--- config.mk ---
export PLATFORM = sky130hd
export DESIGN_NAME = pg_rst_seq
export DESIGN_NICKNAME = d
export VERILOG_FILES = /design/src/rtl/pg_rst_seq.sv
export SDC_FILE = /design/constraint.sdc
export NUM_CORES = 1
export LEC_CHECK = 0
export BUFFER_PORTS_ARGS = -buffer_cell sky130_fd_sc_hd__buf_2
export CAP_MARGIN = 15
export CORE_UTILIZATION = 40
export CTS_CLUSTER_SIZE = 16
export DETAILED_ROUTE_END_ITERATION = 10
export PLACE_DENSITY = 0.64
export SLEW_MARGIN = 20
export SYNTH_ARGS = -nofsm -noshare
export SYNTH_HDL_FRONTEND = slang
export SYNTH_SLANG_ARGS = --single-unit
--- constraint.sdc ---
create_clock -name clk -period 2.74 [get_ports clk]
set_input_delay 0.137 -clock clk [delete_from_list [all_inputs] [get_ports clk]]
set_output_delay 0.137 -clock clk [all_outputs]
set_load 0.02 [all_outputs]
--- src/rtl/pg_rst_seq.sv ---
module pg_rst_seq #(
  parameter int CLK_KHZ     = 100000,
  parameter int HOLD_CYCLES = 250000,
  parameter int STRAP_W     = 8
) (
  input  logic               clk,
  input  logic               pwr_good,
  input  logic               supply_ok,
  input  logic [STRAP_W-1:0] strap_in,
  output logic               rst_n,
  output logic [STRAP_W-1:0] strap_q,
  output logic               seq_err
);
  localparam int CW        = $clog2(HOLD_CYCLES + 1);
  localparam int MIN_CYC   = CLK_KHZ;
  localparam int MAX_CYC   = 10 * CLK_KHZ;
  localparam int LATENCY   = 3;

  if (HOLD_CYCLES < MIN_CYC || HOLD_CYCLES + LATENCY > MAX_CYC) begin : g_bad_hold
    $error("pg_rst_seq: HOLD_CYCLES outside the 1 to 10 ms window");
  end

  typedef enum logic [1:0] {S_IDLE, S_COUNT, S_RUN, S_ERR} st_t;

  logic [1:0]    pg_sync;
  st_t           st;
  logic [CW-1:0] cnt;

  always_ff @(posedge clk or negedge pwr_good)
    if (!pwr_good) pg_sync <= '0;
    else           pg_sync <= {pg_sync[0], 1'b1};

  always_ff @(posedge clk or negedge pwr_good) begin
    if (!pwr_good) begin
      st      <= S_IDLE;
      cnt     <= '0;
      rst_n   <= 1'b0;
      strap_q <= '0;
      seq_err <= 1'b0;
    end else begin
      case (st)
        S_IDLE:
          if (pg_sync[1]) begin
            if (supply_ok) begin
              st  <= S_COUNT;
              cnt <= '0;
            end else begin
              st      <= S_ERR;
              seq_err <= 1'b1;
            end
          end
        S_COUNT:
          if (cnt == CW'(HOLD_CYCLES - 1)) begin
            st      <= S_RUN;
            rst_n   <= 1'b1;
            strap_q <= strap_in;
          end else begin
            cnt <= cnt + 1'b1;
          end
        default: ;
      endcase
    end
  end

  a_r3_capture_on_release: assert property (@(posedge clk) disable iff (!pwr_good)
    $rose(rst_n) |-> strap_q == $past(strap_in));

  a_r4_err_holds_reset: assert property (@(posedge clk) disable iff (!pwr_good)
    seq_err |-> !rst_n);

  a_r4_err_sticky: assert property (@(posedge clk) disable iff (!pwr_good)
    seq_err |=> seq_err);

  a_r6_release_sticky: assert property (@(posedge clk) disable iff (!pwr_good)
    rst_n |=> rst_n);

  a_r6_straps_frozen: assert property (@(posedge clk) disable iff (!pwr_good)
    (rst_n && $past(rst_n)) |-> $stable(strap_q));

  a_r2_no_early_release: assert property (@(posedge clk) disable iff (!pwr_good)
    !pg_sync[1] |-> !rst_n);
endmodule

### Word level (Yosys, flattened, before mapping)

Index checks and enable logic that the tools add are counted.

| word-level totals | value |
|---|---|
| flip-flop bits (word level) | 32 |
| bits of input ports | 11 |
| output and inout bits | 10 |
| logic and storage cells | 28 |

| operators by class | value |
|---|---|
| add/sub/neg operators | 1 |
| eq/ne operators | 6 |
| mux-type cells | 8 |
| bitwise gates (word level) | 1 |
| reductions and logical operators | 6 |

Operators with widths:

| operator | count |
|---|---|
| 18-bit 2-to-1 mux | 3 |
| 18-bit one-hot mux with 2 select lines | 1 |
| 18-bit by 1-bit adder with 18-bit output, second input constant | 1 |
| 18-bit equality test, second input constant | 1 |
| 2-bit != test, second input constant | 4 |
| 2-bit 2-to-1 mux | 3 |
| 3-bit AND reduction | 2 |
| 2-bit one-hot mux with 2 select lines | 1 |
| 4-bit AND reduction | 1 |
| 2-bit by 1-bit equality test with 1-bit output, second input constant | 1 |
| 2-bit logical NOT | 1 |
| 2-bit AND reduction | 1 |
| 2-bit nonzero test | 1 |
| 1-bit inverter | 1 |

### Depth between registers and ports, before layout

| depth | value |
|---|---|
| word-level depth | 3 |
| depth in mapped cells | 7 |
| depth with buffers taken out | 6 |

### Least setup slack after synthesis

OpenSTA, ideal clock, no wires.

| timing path | value |
|---|---|
| path type | flip-flop to flip-flop |
| start | reg cnt[11] |
| end | reg strap_q[0] |
| setup time | 0.125 ns |
| arrival | 1.643 ns |
| required time | 2.615 ns |
| slack | 0.972 ns |
| stages on the path, launching flop included | 5 |
| path buffers | 0 |
| clock period less this slack | 1.768 ns |
| cell sequence | dfrtp_1 > nor4_1 > nand4_2 > nor3_4 > mux2_2 |

| between the ends | value |
|---|---|
| cells in the longest elaborated chain, start to end | 2 |

Ends and longest elaborated chain:

| item | line | source |
|---|---|---|
| start: declaration | 27 | `logic [CW-1:0] cnt;` |
| start signal: assignment | 58 | `cnt <= cnt + 1'b1;` |
| 18-bit equality test | 53 | `if (cnt == CW'(HOLD_CYCLES - 1)) begin` |
| 2-bit AND reduction (no source line) | -- |  |
| end signal: assignment | 56 | `strap_q <= strap_in;` |
| end: declaration | 11 | `output logic [STRAP_W-1:0] strap_q,` |

Every way passes these cells.
A chain may end at the register's enable or synchronous reset.

### Worst setup path after layout

| timing path | value |
|---|---|
| start | reg cnt[11] |
| end | reg cnt[11] |

| between the ends | value |
|---|---|
| cells in the longest elaborated chain, start to end | 3 |
| elaborated cells between the ends (all ways) | 6 |
| those cells by class | add/sub: 1; eq/ne: 2; mux: 2; reduce/logical: 1 |

Ends and longest elaborated chain:

| item | line |
|---|---|
| 18-bit by 1-bit adder with 18-bit output or 18-bit equality test (tied branches) | 58, 53 |
| 18-bit 2-to-1 mux or 2-bit != test (tied branches) | -- |
| 18-bit one-hot mux with 2 select lines or 4-bit AND reduction (tied branches) | -- |

Several ways; a longest one is shown, not always the timed one. The select of a mux whose other input is x is not followed.

==> reports/results.ini <==
[outcome]
status = finished, final reports clean

[sta]
finalSetupTns_ns = 0
slew_violations = 0
worst_clock_skew_ns = 0.00663
finalSetupViolCount = 0
rsz0062_at_grt = no
holdWs_ns = 0.0526
period_minus_slack_ns = 2.11
fin_crit_sh = 0.770
hold_viol = 0
slew-limit-headroom = 0.534
max_slew.worst_pin.slew_ns = 0.691
fmax_ghz = 0.474

[logic_synthesis]
yosysUniqueCellTypes = 34
yosys_warnings = 0
synth_edf_count = 0
yosysSeqAreaShare = 0.527
synth-async-reset-ratio = 1.00
ys_ff_latch = 32
syn_inst = 147
synth_ff_type = dfrtp_1
netlist_area_mm2 = 0.00152
syn_area_per_cell_um2 = 10.3
synth_fp_nets = 159

[grt]
antenna_found_initial = 0
grt_pass1_wl_mm = 5.69
grt_overflow_total = 0
grt_max_degree = 33
grt_usage = 0.189
grt_pass1_vias = 1234

[pwr]
p_comb_frac = 0.087
p_int_mw = 0.839
power_frac_seq = 0.518
pwr-share-clk = 0.395
p_per_area_mw_per_mm2 = 634
switching_power_mw = 0.300
leakagePower_nw = 0.833
p_sw_frac = 0.264
ir_drop_mv = 0.380

[die]
core_area_mm2 = 0.00366
die_y_um = 63.7
start_util = 0.415
die_area_mm2 = 0.00405
die_x_um = 63.7
fp-row-count = 22
io_pins = 21

[placed_design]
dpl.hpwl_mm = 2.24
place_area_mm2 = 0.00168
io_buffers = 20
gp_congestion = 0.799

[setup_path]
cp-end-kind = register
crit_required_ns = 2.92
critPathMaxFanout = 8
cp.arrival_ns = 2.29
r2r_slack_ns = 0.63
critical_path_class = register to register
startpoint_type = register

[cts]
ctsHoldBuffers = 1
cts_tree = yes
htree_levels = 2
clkLatencyLatePin_ns = 0.29
cts_setup_buffers = 0
ctsResizeCount = 0
numCtsBuffers = 5
clock_sinks = 32
clkTransAtPathRegs_ns = 0.06
cts-root-buf = clkbuf_8
clock_path_buffers = 2

[final_layout]
nets = 185
layout_common_cells = 32 x dfrtp_1, 20 x buf_2, 16 x nand2_1
layout_commonest_cell = dfrtp_1
fill_cells = 339
fin_area_mm2 = 0.00180
final_layout_size_suffix_gt1_frac = 0.253
diodes = 0
area_delta_synth_final_pct = 18.2

[flow_run]
max_cap_violations = 0

[detailed_routing]
drc_errors = 0
finalWirelength_mm = 3.22
drtIter0Drc = 179
antenna_left = 0
vias = 1279
viasPerCell = 5.76
dr.pass1.iters = 5
routedWlPerCell_um = 14.5

[hold_path]
hold_class = primary input to register

final timing paths:
kind | startpoint | to | cells after the start
min reg2reg | pg_sync[0]$_DFF_PN0_ | pg_sync[1]$_DFF_PN0_ | 0
max reg2reg | cnt[11]$_DFFE_PN0P_ | cnt[11]$_DFFE_PN0P_ | 6
max in group asynchronous | pwr_good | cnt[2]$_DFFE_PN0P_ | 2
max | cnt[11]$_DFFE_PN0P_ | cnt[11]$_DFFE_PN0P_ | 6
min | supply_ok | seq_err$_DFFE_PN0P_ | 2
min in group asynchronous | pwr_good | st[0]$_DFFE_PN0P_ | 2
state kept, by name (all words and copies together), names as in the netlist:
name,flops
seq_err,1
cnt,18
strap_q,8
rst_n,1
pg_sync,2
st,2
power groups by stage:
stage          clock (mW)  sequential [mW]  combinational (mW)
2_1_floorplan           0            0.576              0.0757
3_3_place_gp            0            0.594              0.0940
3_5_place_dp            0            0.597              0.0993
4_1_cts             0.461            0.589               0.100
5_1_grt             0.478            0.602               0.117
6_report            0.450            0.590              0.0988
synthesized netlist by cell type (3+ instances only):
master | number | share of area
nand3_1 | 11 | 0.036
o311ai_0 | 3 | 0.017
o31ai_1 | 5 | 0.025
dfrtp_1 | 32 | 0.53
nand2_1 | 16 | 0.040
mux2_2 | 9 | 0.067
nand4_1 | 5 | 0.021
nor2_1 | 7 | 0.017
and3_1 | 4 | 0.016
a21oi_1 | 5 | 0.016
inv_1 | 3 | 0.0074
o21ai_0 | 13 | 0.043
nor3_1 | 3 | 0.0099
a31oi_1 | 6 | 0.025
metrics by stage:
step	instances	setup slack, ns	util	total power [mW]
floorplan	147	0.972	-	0.652
global placement	213	0.707	0.458	0.688
detailed placement	213	0.683	0.458	0.696
CTS	222	0.667	0.491	1.15
global route	222	0.454	0.491	1.20
finish	222	0.629	0.491	1.14
kinds of logic (layout without fill, tap and decap cells):
kind of cell / count (synthesis) / count (layout) / share of synthesized area
simple gates: 57 / 57 / 0.202
mux: 10 / 10 / 0.0733
fa+ha+maj: 1 / 1 / 0.00823
compound gates: 39 / 39 / 0.167
flops: 32 / 32 / 0.527
buf+inv: 7 / 34 / 0.0206
other cells: 1 / 1 / 0.00247
layout make-up:
class	instances	area [µm²]	area share
clock buffer	5	68.8	0.0383
inverter	3	11.3	0.00627
sequential	32	801	0.446
timing repair buffer	23	125	0.0696
tap	48	60.1	0.0334
multi-input combinational	108	688	0.383
clock inverter	3	42.5	0.0237
worst max-delay path, stage by stage (launching register included):
cell and delay, ns:
dfrtp_1 0.43, nor4_1 0.38, nand4_2 0.26, o31ai_2 0.50
buf_4 0.26, o21ai_0 0.10, o31ai_1 0.09
layer usage:
layer | global-route usage | vias to the layer above | share of wire
met5 | 0 | - | 0
met4 | 0.114 | 0 | 0.028
met3 | 0.0507 | 12 | 0.079
met2 | 0.297 | 60 | 0.46
met1 | 0.230 | 606 | 0.43
li1 | - | 601 | -
No activity file was read; power rests on OpenSTA's default activity.
